$ cat src/rtl/ecc_pkg.sv
package ecc_pkg;

  localparam int PAR_W  = 5;
  localparam int CODE_W = 1 << PAR_W;
  localparam int DATA_W = CODE_W - PAR_W - 1;
  localparam int SYN_W  = PAR_W;

  typedef enum logic {
    SUB_ZERO   = 1'b0,
    SUB_INTERP = 1'b1
  } sub_mode_e;

  typedef struct packed {
    logic [DATA_W-1:0] data;
    logic              unc;
    logic              last;
  } dec_word_t;

  // index 0 and powers of two hold check bits
  function automatic logic ecc_is_check_pos(input int p);
    return (p & (p - 1)) == 0;
  endfunction

  function automatic logic [SYN_W-1:0] ecc_syndrome(input logic [CODE_W-1:0] c);
    logic [SYN_W-1:0] s;
    s = '0;
    for (int p = 1; p < CODE_W; p++) begin
      if (c[p]) s = s ^ SYN_W'(p);
    end
    return s;
  endfunction

  function automatic logic [CODE_W-1:0] ecc_encode(input logic [DATA_W-1:0] d);
    logic [CODE_W-1:0] c;
    logic [SYN_W-1:0]  s;
    int                j;
    c = '0;
    j = 0;
    for (int p = 1; p < CODE_W; p++) begin
      if (!ecc_is_check_pos(p)) begin
        c[p] = d[j];
        j++;
      end
    end
    s = ecc_syndrome(c);
    for (int k = 0; k < SYN_W; k++) begin
      c[1 << k] = s[k];
    end
    c[0] = ^c[CODE_W-1:1];
    return c;
  endfunction

  function automatic logic [DATA_W-1:0] ecc_extract(input logic [CODE_W-1:0] c);
    logic [DATA_W-1:0] d;
    int                j;
    d = '0;
    j = 0;
    for (int p = 1; p < CODE_W; p++) begin
      if (!ecc_is_check_pos(p)) begin
        d[j] = c[p];
        j++;
      end
    end
    return d;
  endfunction

endpackage

$ cat src/rtl/ecc_encoder.sv
module ecc_encoder
  import ecc_pkg::*;
(
  input  logic              clk,
  input  logic              rst,
  input  logic              in_valid,
  output logic              in_ready,
  input  logic [DATA_W-1:0] in_data,
  output logic              out_valid,
  output logic [CODE_W-1:0] out_word,
  input  logic              out_ready
);

  assign in_ready = !out_valid || out_ready;

  always_ff @(posedge clk) begin
    if (rst) begin
      out_valid <= 1'b0;
    end else if (in_ready) begin
      out_valid <= in_valid;
    end
  end

  always_ff @(posedge clk) begin
    if (in_ready && in_valid) begin
      out_word <= ecc_encode(in_data);
    end
  end

endmodule

$ cat src/rtl/ecc_decoder.sv
module ecc_decoder
  import ecc_pkg::*;
(
  input  logic              clk,
  input  logic              rst,
  input  logic              adv,
  input  logic              in_valid,
  input  logic [CODE_W-1:0] in_word,
  input  logic              in_last,
  output logic              out_valid,
  output dec_word_t         out_w,
  output logic              out_cor
);

  // stage 1: syndrome and overall parity
  logic              s1_valid;
  logic [CODE_W-1:0] s1_word;
  logic [SYN_W-1:0]  s1_syn;
  logic              s1_ovp;
  logic              s1_last;

  always_ff @(posedge clk) begin
    if (rst) begin
      s1_valid <= 1'b0;
    end else if (adv) begin
      s1_valid <= in_valid;
    end
  end

  always_ff @(posedge clk) begin
    if (adv) begin
      s1_word <= in_word;
      s1_syn  <= ecc_syndrome(in_word);
      s1_ovp  <= ^in_word;
      s1_last <= in_last;
    end
  end

  // stage 2: classify and repair
  logic [CODE_W-1:0] fixed;
  logic              single_err;
  logic              double_err;

  always_comb begin
    single_err = s1_ovp;
    double_err = !s1_ovp && (s1_syn != '0);
    fixed      = s1_word ^ (CODE_W'(s1_ovp) << s1_syn);
  end

  always_ff @(posedge clk) begin
    if (rst) begin
      out_valid <= 1'b0;
    end else if (adv) begin
      out_valid <= s1_valid;
    end
  end

  always_ff @(posedge clk) begin
    if (adv) begin
      out_w.data <= ecc_extract(fixed);
      out_w.unc  <= double_err;
      out_w.last <= s1_last;
      out_cor    <= single_err;
    end
  end

endmodule

$ cat src/rtl/ecc_substitute.sv
module ecc_substitute
  import ecc_pkg::*;
(
  input  logic              clk,
  input  logic              rst,
  input  logic              adv,
  input  sub_mode_e         mode,
  input  logic              in_valid,
  input  dec_word_t         in_w,
  output logic              out_valid,
  output logic [DATA_W-1:0] out_data,
  output logic              out_err,
  output logic              out_last
);

  // one-word hold stage so the next sample is visible
  logic              h_valid;
  dec_word_t         h;
  logic              prev_valid;
  logic              prev_ok;
  logic [DATA_W-1:0] prev_data;

  logic              in_fire;
  logic              emit;
  logic              can_interp;
  logic [DATA_W:0]   pair_sum;
  logic [DATA_W-1:0] sub_val;

  always_comb begin
    in_fire    = in_valid && adv;
    emit       = h_valid && (in_fire || h.last || mode == SUB_ZERO);
    pair_sum   = {1'b0, prev_data} + {1'b0, in_w.data};
    can_interp = (mode == SUB_INTERP) && prev_valid && prev_ok &&
                 in_fire && !in_w.unc && !h.last;
    sub_val    = can_interp ? pair_sum[DATA_W:1] : '0;
  end

  always_ff @(posedge clk) begin
    if (rst) begin
      h_valid    <= 1'b0;
      prev_valid <= 1'b0;
      out_valid  <= 1'b0;
    end else if (adv) begin
      out_valid <= emit;
      if (emit) begin
        prev_valid <= !h.last;
      end
      if (in_fire) begin
        h_valid <= 1'b1;
      end else if (emit) begin
        h_valid <= 1'b0;
      end
    end
  end

  always_ff @(posedge clk) begin
    if (adv) begin
      if (emit) begin
        out_data  <= h.unc ? sub_val : h.data;
        out_err   <= h.unc;
        out_last  <= h.last;
        prev_data <= h.data;
        prev_ok   <= !h.unc;
      end
      if (in_fire) begin
        h <= in_w;
      end
    end
  end

endmodule

$ cat src/rtl/ecc_sat_counter.sv
module ecc_sat_counter #(
  parameter int W = 16
) (
  input  logic         clk,
  input  logic         rst,
  input  logic         clr,
  input  logic         inc,
  output logic [W-1:0] cnt
);

  localparam logic [W-1:0] CNT_MAX = '1;

  always_ff @(posedge clk) begin
    if (rst) begin
      cnt <= '0;
    end else if (clr) begin
      cnt <= W'(inc);
    end else if (inc && cnt != CNT_MAX) begin
      cnt <= cnt + 1'b1;
    end
  end

endmodule

$ cat src/rtl/ecc_mem_port.sv
module ecc_mem_port
  import ecc_pkg::*;
#(
  parameter int CNT_W = 16
) (
  input  logic              clk,
  input  logic              rst,
  input  logic              wr_valid,
  output logic              wr_ready,
  input  logic [DATA_W-1:0] wr_data,
  output logic              enc_valid,
  input  logic              enc_ready,
  output logic [CODE_W-1:0] enc_word,
  input  logic              rd_valid,
  output logic              rd_ready,
  input  logic [CODE_W-1:0] rd_word,
  input  logic              rd_last,
  output logic              out_valid,
  input  logic              out_ready,
  output logic [DATA_W-1:0] out_data,
  output logic              out_err,
  output logic              out_last,
  input  logic              sub_mode,
  input  logic              cnt_clr,
  output logic [CNT_W-1:0]  cnt_corrected,
  output logic [CNT_W-1:0]  cnt_uncorrectable,
  output logic              err_sticky
);

  localparam int N_CNT = 2;

  ecc_encoder u_enc (
    .clk      (clk),
    .rst      (rst),
    .in_valid (wr_valid),
    .in_ready (wr_ready),
    .in_data  (wr_data),
    .out_valid(enc_valid),
    .out_word (enc_word),
    .out_ready(enc_ready)
  );

  // whole read pipe moves together when the output can take a word
  logic      adv;
  logic      dec_valid;
  dec_word_t dec_w;
  logic      dec_cor;

  assign adv      = !out_valid || out_ready;
  assign rd_ready = adv;

  ecc_decoder u_dec (
    .clk      (clk),
    .rst      (rst),
    .adv      (adv),
    .in_valid (rd_valid),
    .in_word  (rd_word),
    .in_last  (rd_last),
    .out_valid(dec_valid),
    .out_w    (dec_w),
    .out_cor  (dec_cor)
  );

  ecc_substitute u_sub (
    .clk      (clk),
    .rst      (rst),
    .adv      (adv),
    .mode     (sub_mode_e'(sub_mode)),
    .in_valid (dec_valid),
    .in_w     (dec_w),
    .out_valid(out_valid),
    .out_data (out_data),
    .out_err  (out_err),
    .out_last (out_last)
  );

  logic [N_CNT-1:0] ev;
  logic [CNT_W-1:0] cnt [N_CNT];

  assign ev[0] = dec_valid && adv && dec_cor;
  assign ev[1] = dec_valid && adv && dec_w.unc;

  for (genvar g = 0; g < N_CNT; g++) begin : g_cnt
    ecc_sat_counter #(.W(CNT_W)) u_cnt (
      .clk(clk),
      .rst(rst),
      .clr(cnt_clr),
      .inc(ev[g]),
      .cnt(cnt[g])
    );
  end

  assign cnt_corrected     = cnt[0];
  assign cnt_uncorrectable = cnt[1];

  always_ff @(posedge clk) begin
    if (rst) begin
      err_sticky <= 1'b0;
    end else if (ev[1]) begin
      err_sticky <= 1'b1;
    end else if (cnt_clr) begin
      err_sticky <= 1'b0;
    end
  end

endmodule

$ cat config.mk
export PLATFORM = sky130hd
export DESIGN_NAME = ecc_mem_port
export DESIGN_NICKNAME = d
export VERILOG_FILES = /design/src/rtl/ecc_pkg.sv /design/src/rtl/ecc_encoder.sv /design/src/rtl/ecc_decoder.sv /design/src/rtl/ecc_substitute.sv /design/src/rtl/ecc_sat_counter.sv /design/src/rtl/ecc_mem_port.sv
export SDC_FILE = /design/constraint.sdc
export NUM_CORES = 1
export LEC_CHECK = 0
export ABC_AREA = 1
export BUFFER_PORTS_ARGS = -buffer_cell sky130_fd_sc_hd__buf_4
export CAP_MARGIN = 5
export CORE_ASPECT_RATIO = 0.5
export CORE_UTILIZATION = 62
export CTS_CLUSTER_DIAMETER = 100
export DETAILED_ROUTE_END_ITERATION = 12
export PLACE_DENSITY = 0.86
export SLEW_MARGIN = 25
export SYNTH_ARGS = -nofsm -noshare
export SYNTH_HDL_FRONTEND = slang
export SYNTH_SLANG_ARGS = --single-unit
$ cat constraint.sdc
create_clock -name clk -period 9.6 [get_ports clk]
set_input_delay 2.88 -clock clk [delete_from_list [all_inputs] [get_ports clk]]
set_output_delay 2.88 -clock clk [all_outputs]
set_load 0.01 [all_outputs]
==> flow_summary.toml <==
[critical_path]
rr_startpoint = "u_sub.out_valid"
path_class = "input port to output port"
crit_start = "out_ready"
cp-end-kind = "output port"
cp_data_required_time_ns = 6.72
crit_path_max_fanout = 69
worstPathArrival_ns = 3.96
worstSetupStartpointType = "input port"

[place]
gp_congestion = 0.950
place_ws_ns = 2.74
port_buffers = 163
dp_hpwl_mm = 17.8
placed_cell_area_sq_um = 12300

[clock_tree]
cts_tree = "yes"
cts_root_buffer = "clkbuf_16"
clockBufferDepth = 3
htreeDepth = 1
postCtsHoldBufs = 0
cts.sinks = 216
cts_resized = 0
post_cts.repair.setup_buffers = 0
clk_pin_slew_ns = 0.06
cts_buffers = 20
clk_latency_ns = 0.49

[global_routing]
antenna_found_initial = 0
grt_max_degree = 70
grt_overflow = 0
grt_use_total = 0.270
grt_pass1_wl_mm = 38.4
grt_pass1_vias = 7970

[sta]
setup_viol = 0
grt_setup_unrepaired = "no"
finalMaxSlewViolations = 0
tns_ns = 0
fin_worst_skew_ns = 0.00829
fmax_mhz = 146
finalCriticalPeriod_ns = 6.84
relSlewSlack = 0.324
min_period_over_period = 0.713
layout_setup_ws_ns = 2.76
worst_slew_pin_slew_ns = 1.01
hold_viol = 0

[floorplanning]
core_sq_um = 16800
die_h_microns = 95.7
ios = 164
rows = 33
die-area_sq_um = 18100
dieWidth_microns = 189
initial_core_util = 0.649

[routing]
via_count = 8265
first_iter_violations = 545
remaining_drc_errors = 0
wl_per_cell_microns = 15.9
routed_wl_mm = 24.1
drt.antenna.violating_nets = 0
dr.pass1.iters = 7
viasPerCell = 5.44

[finish]
final_area_sq_um = 12900
multi_input_area_sq_um = 4290
num-fill-cells = 1155
regArea_sq_um = 6100
diodes = 0
final_nets = 1374
drive_gt1_frac = 0.169
area_growth_pct = 19.0

[pwr]
vdd_drop_max_v = 0.000139
power_density_nw_per_um2 = 187
p_leak_nw = 5.34

[yosys]
syn_area_sq_um = 10900
ys.flop_type = "edfxtp_1"
yosys_warnings = 0
synth_enable_flop_cells = 177
yosysMostFrequentCell = "nand2_1"
synth_top_cells_by_area = "edfxtp_1 49%, nand2_1 8.9%, dfxtp_1 7.2%, xnor2_1 6.8%, inv_1 3.9%"
synth_area_leader_cell = "edfxtp_1"
yosysTopAreaCellShare = 0.488
synthCells = 1104
synthTopCellsByCount = "259 x nand2_1, 177 x edfxtp_1, 114 x inv_1"
synth_area_per_cell_sq_um = 9.86
yosysSeqAreaShare = 0.560
ys_ff_latch = 216
async_flop_share = 0
synth_cell_types = 45
syn_nets = 1199

[min_path]
worstHoldStart = "u_dec.out_w[0]"
hold_path_class = "flip-flop to flip-flop"

[flow_run]
max-cap-violations = 0

[status]
run_status = "finished clean"
layout make-up:
cell class	instances	area share
inverters	116	0.0337
flip-flops and latches	216	0.471
multi-input cells	760	0.331
clock inverters	11	0.00464
repair buffers	165	0.0957
well taps	227	0.0219
clock buffers	25	0.0417
critical path, cell delays in order:
cell	delay, ns
buf_4	0.08
or2_2	0.10
buf_4	0.64
buf_4	0.25
cells by family after synthesis:
family / Yosys count / share of synthesized area
buffers and inverters: 128 / 0.0466
AOI/OAI and AO/OA: 154 / 0.0765
and+or+nand+nor: 450 / 0.181
adders and majority gates: 28 / 0.0329
DFF: 216 / 0.560
xor gates and xnor gates: 128 / 0.103
cell usage in the layout (no fill, tap or decap), types with 3 or more instances in the layout:
cell,n
nand2_1,259
nand3_1,51
dfxtp_1,39
nor2_1,80
xor2_1,44
nand4_1,9
nor4_1,6
o31ai_1,4
clkinv_1,4
nor3_1,20
clkbuf_1,4
nor2_2,4
xnor2_1,84
clkinv_2,6
ha_1,27
edfxtp_1,177
o21bai_1,6
nor2_4,4
a21oi_1,69
inv_1,112
clkbuf_16,21
o21ai_0,58
a31oi_1,3
buf_4,165
a21o_1,5
routing by layer:
| metal | vias to the layer above | GRT usage | wire, microns |
|---|---|---|---|
| li1 | 4069 | - | - |
| met1 | 3846 | 0.347 | 10300 |
| met2 | 315 | 0.487 | 11900 |
| met3 | 35 | 0.0427 | 1530 |
| met4 | 0 | 0.0618 | 401 |
| met5 | - | 0 | 0 |
worst paths after layout:
kind / endpoint / slack [ns] / depth (start not counted)
setup / recovery: rd_ready / 2.76 / 4
setup reg to reg: u_sub.out_data[2] / 6.68 / 9
hold reg to reg: u_sub.h[0] / 0.42 / 0
hold / removal: u_sub.h[0] / 0.42 / 0
registers in the layout, indices dropped and copies added (netlist names), 5 cells and up:
name and count:
g_cnt.u_cnt.cnt 32, u_dec.out_w 28, u_dec.s1_syn 5, u_dec.s1_word 26
u_enc.out_word 32, u_sub.h 28, u_sub.out_data 26, u_sub.prev_data 26
where the power goes:
group | internal [mW] | leakage (nW) | switching, mW
Combinational | 0.197 | 3.01 | 0.311
Clock | 0.402 | 0.293 | 0.331
Sequential | 1.12 | 2.04 | 0.0591
per-stage QoR:
| step | util | total power [mW] | std cells | hold WS, ns |
|---|---|---|---|---|
| 2_1_floorplan | - | 1.53 | 1104 | 0.400 |
| 3_3_place_gp | 0.736 | 1.67 | 1484 | 0.403 |
| 3_5_place_dp | 0.736 | 1.69 | 1484 | 0.406 |
| 4_1_cts | 0.772 | 2.42 | 1520 | 0.421 |
| 5_1_grt | 0.772 | 2.53 | 1520 | 0.427 |
| 6_report | 0.772 | 2.42 | 1520 | 0.421 |
(Power assumes the default switching activity.)
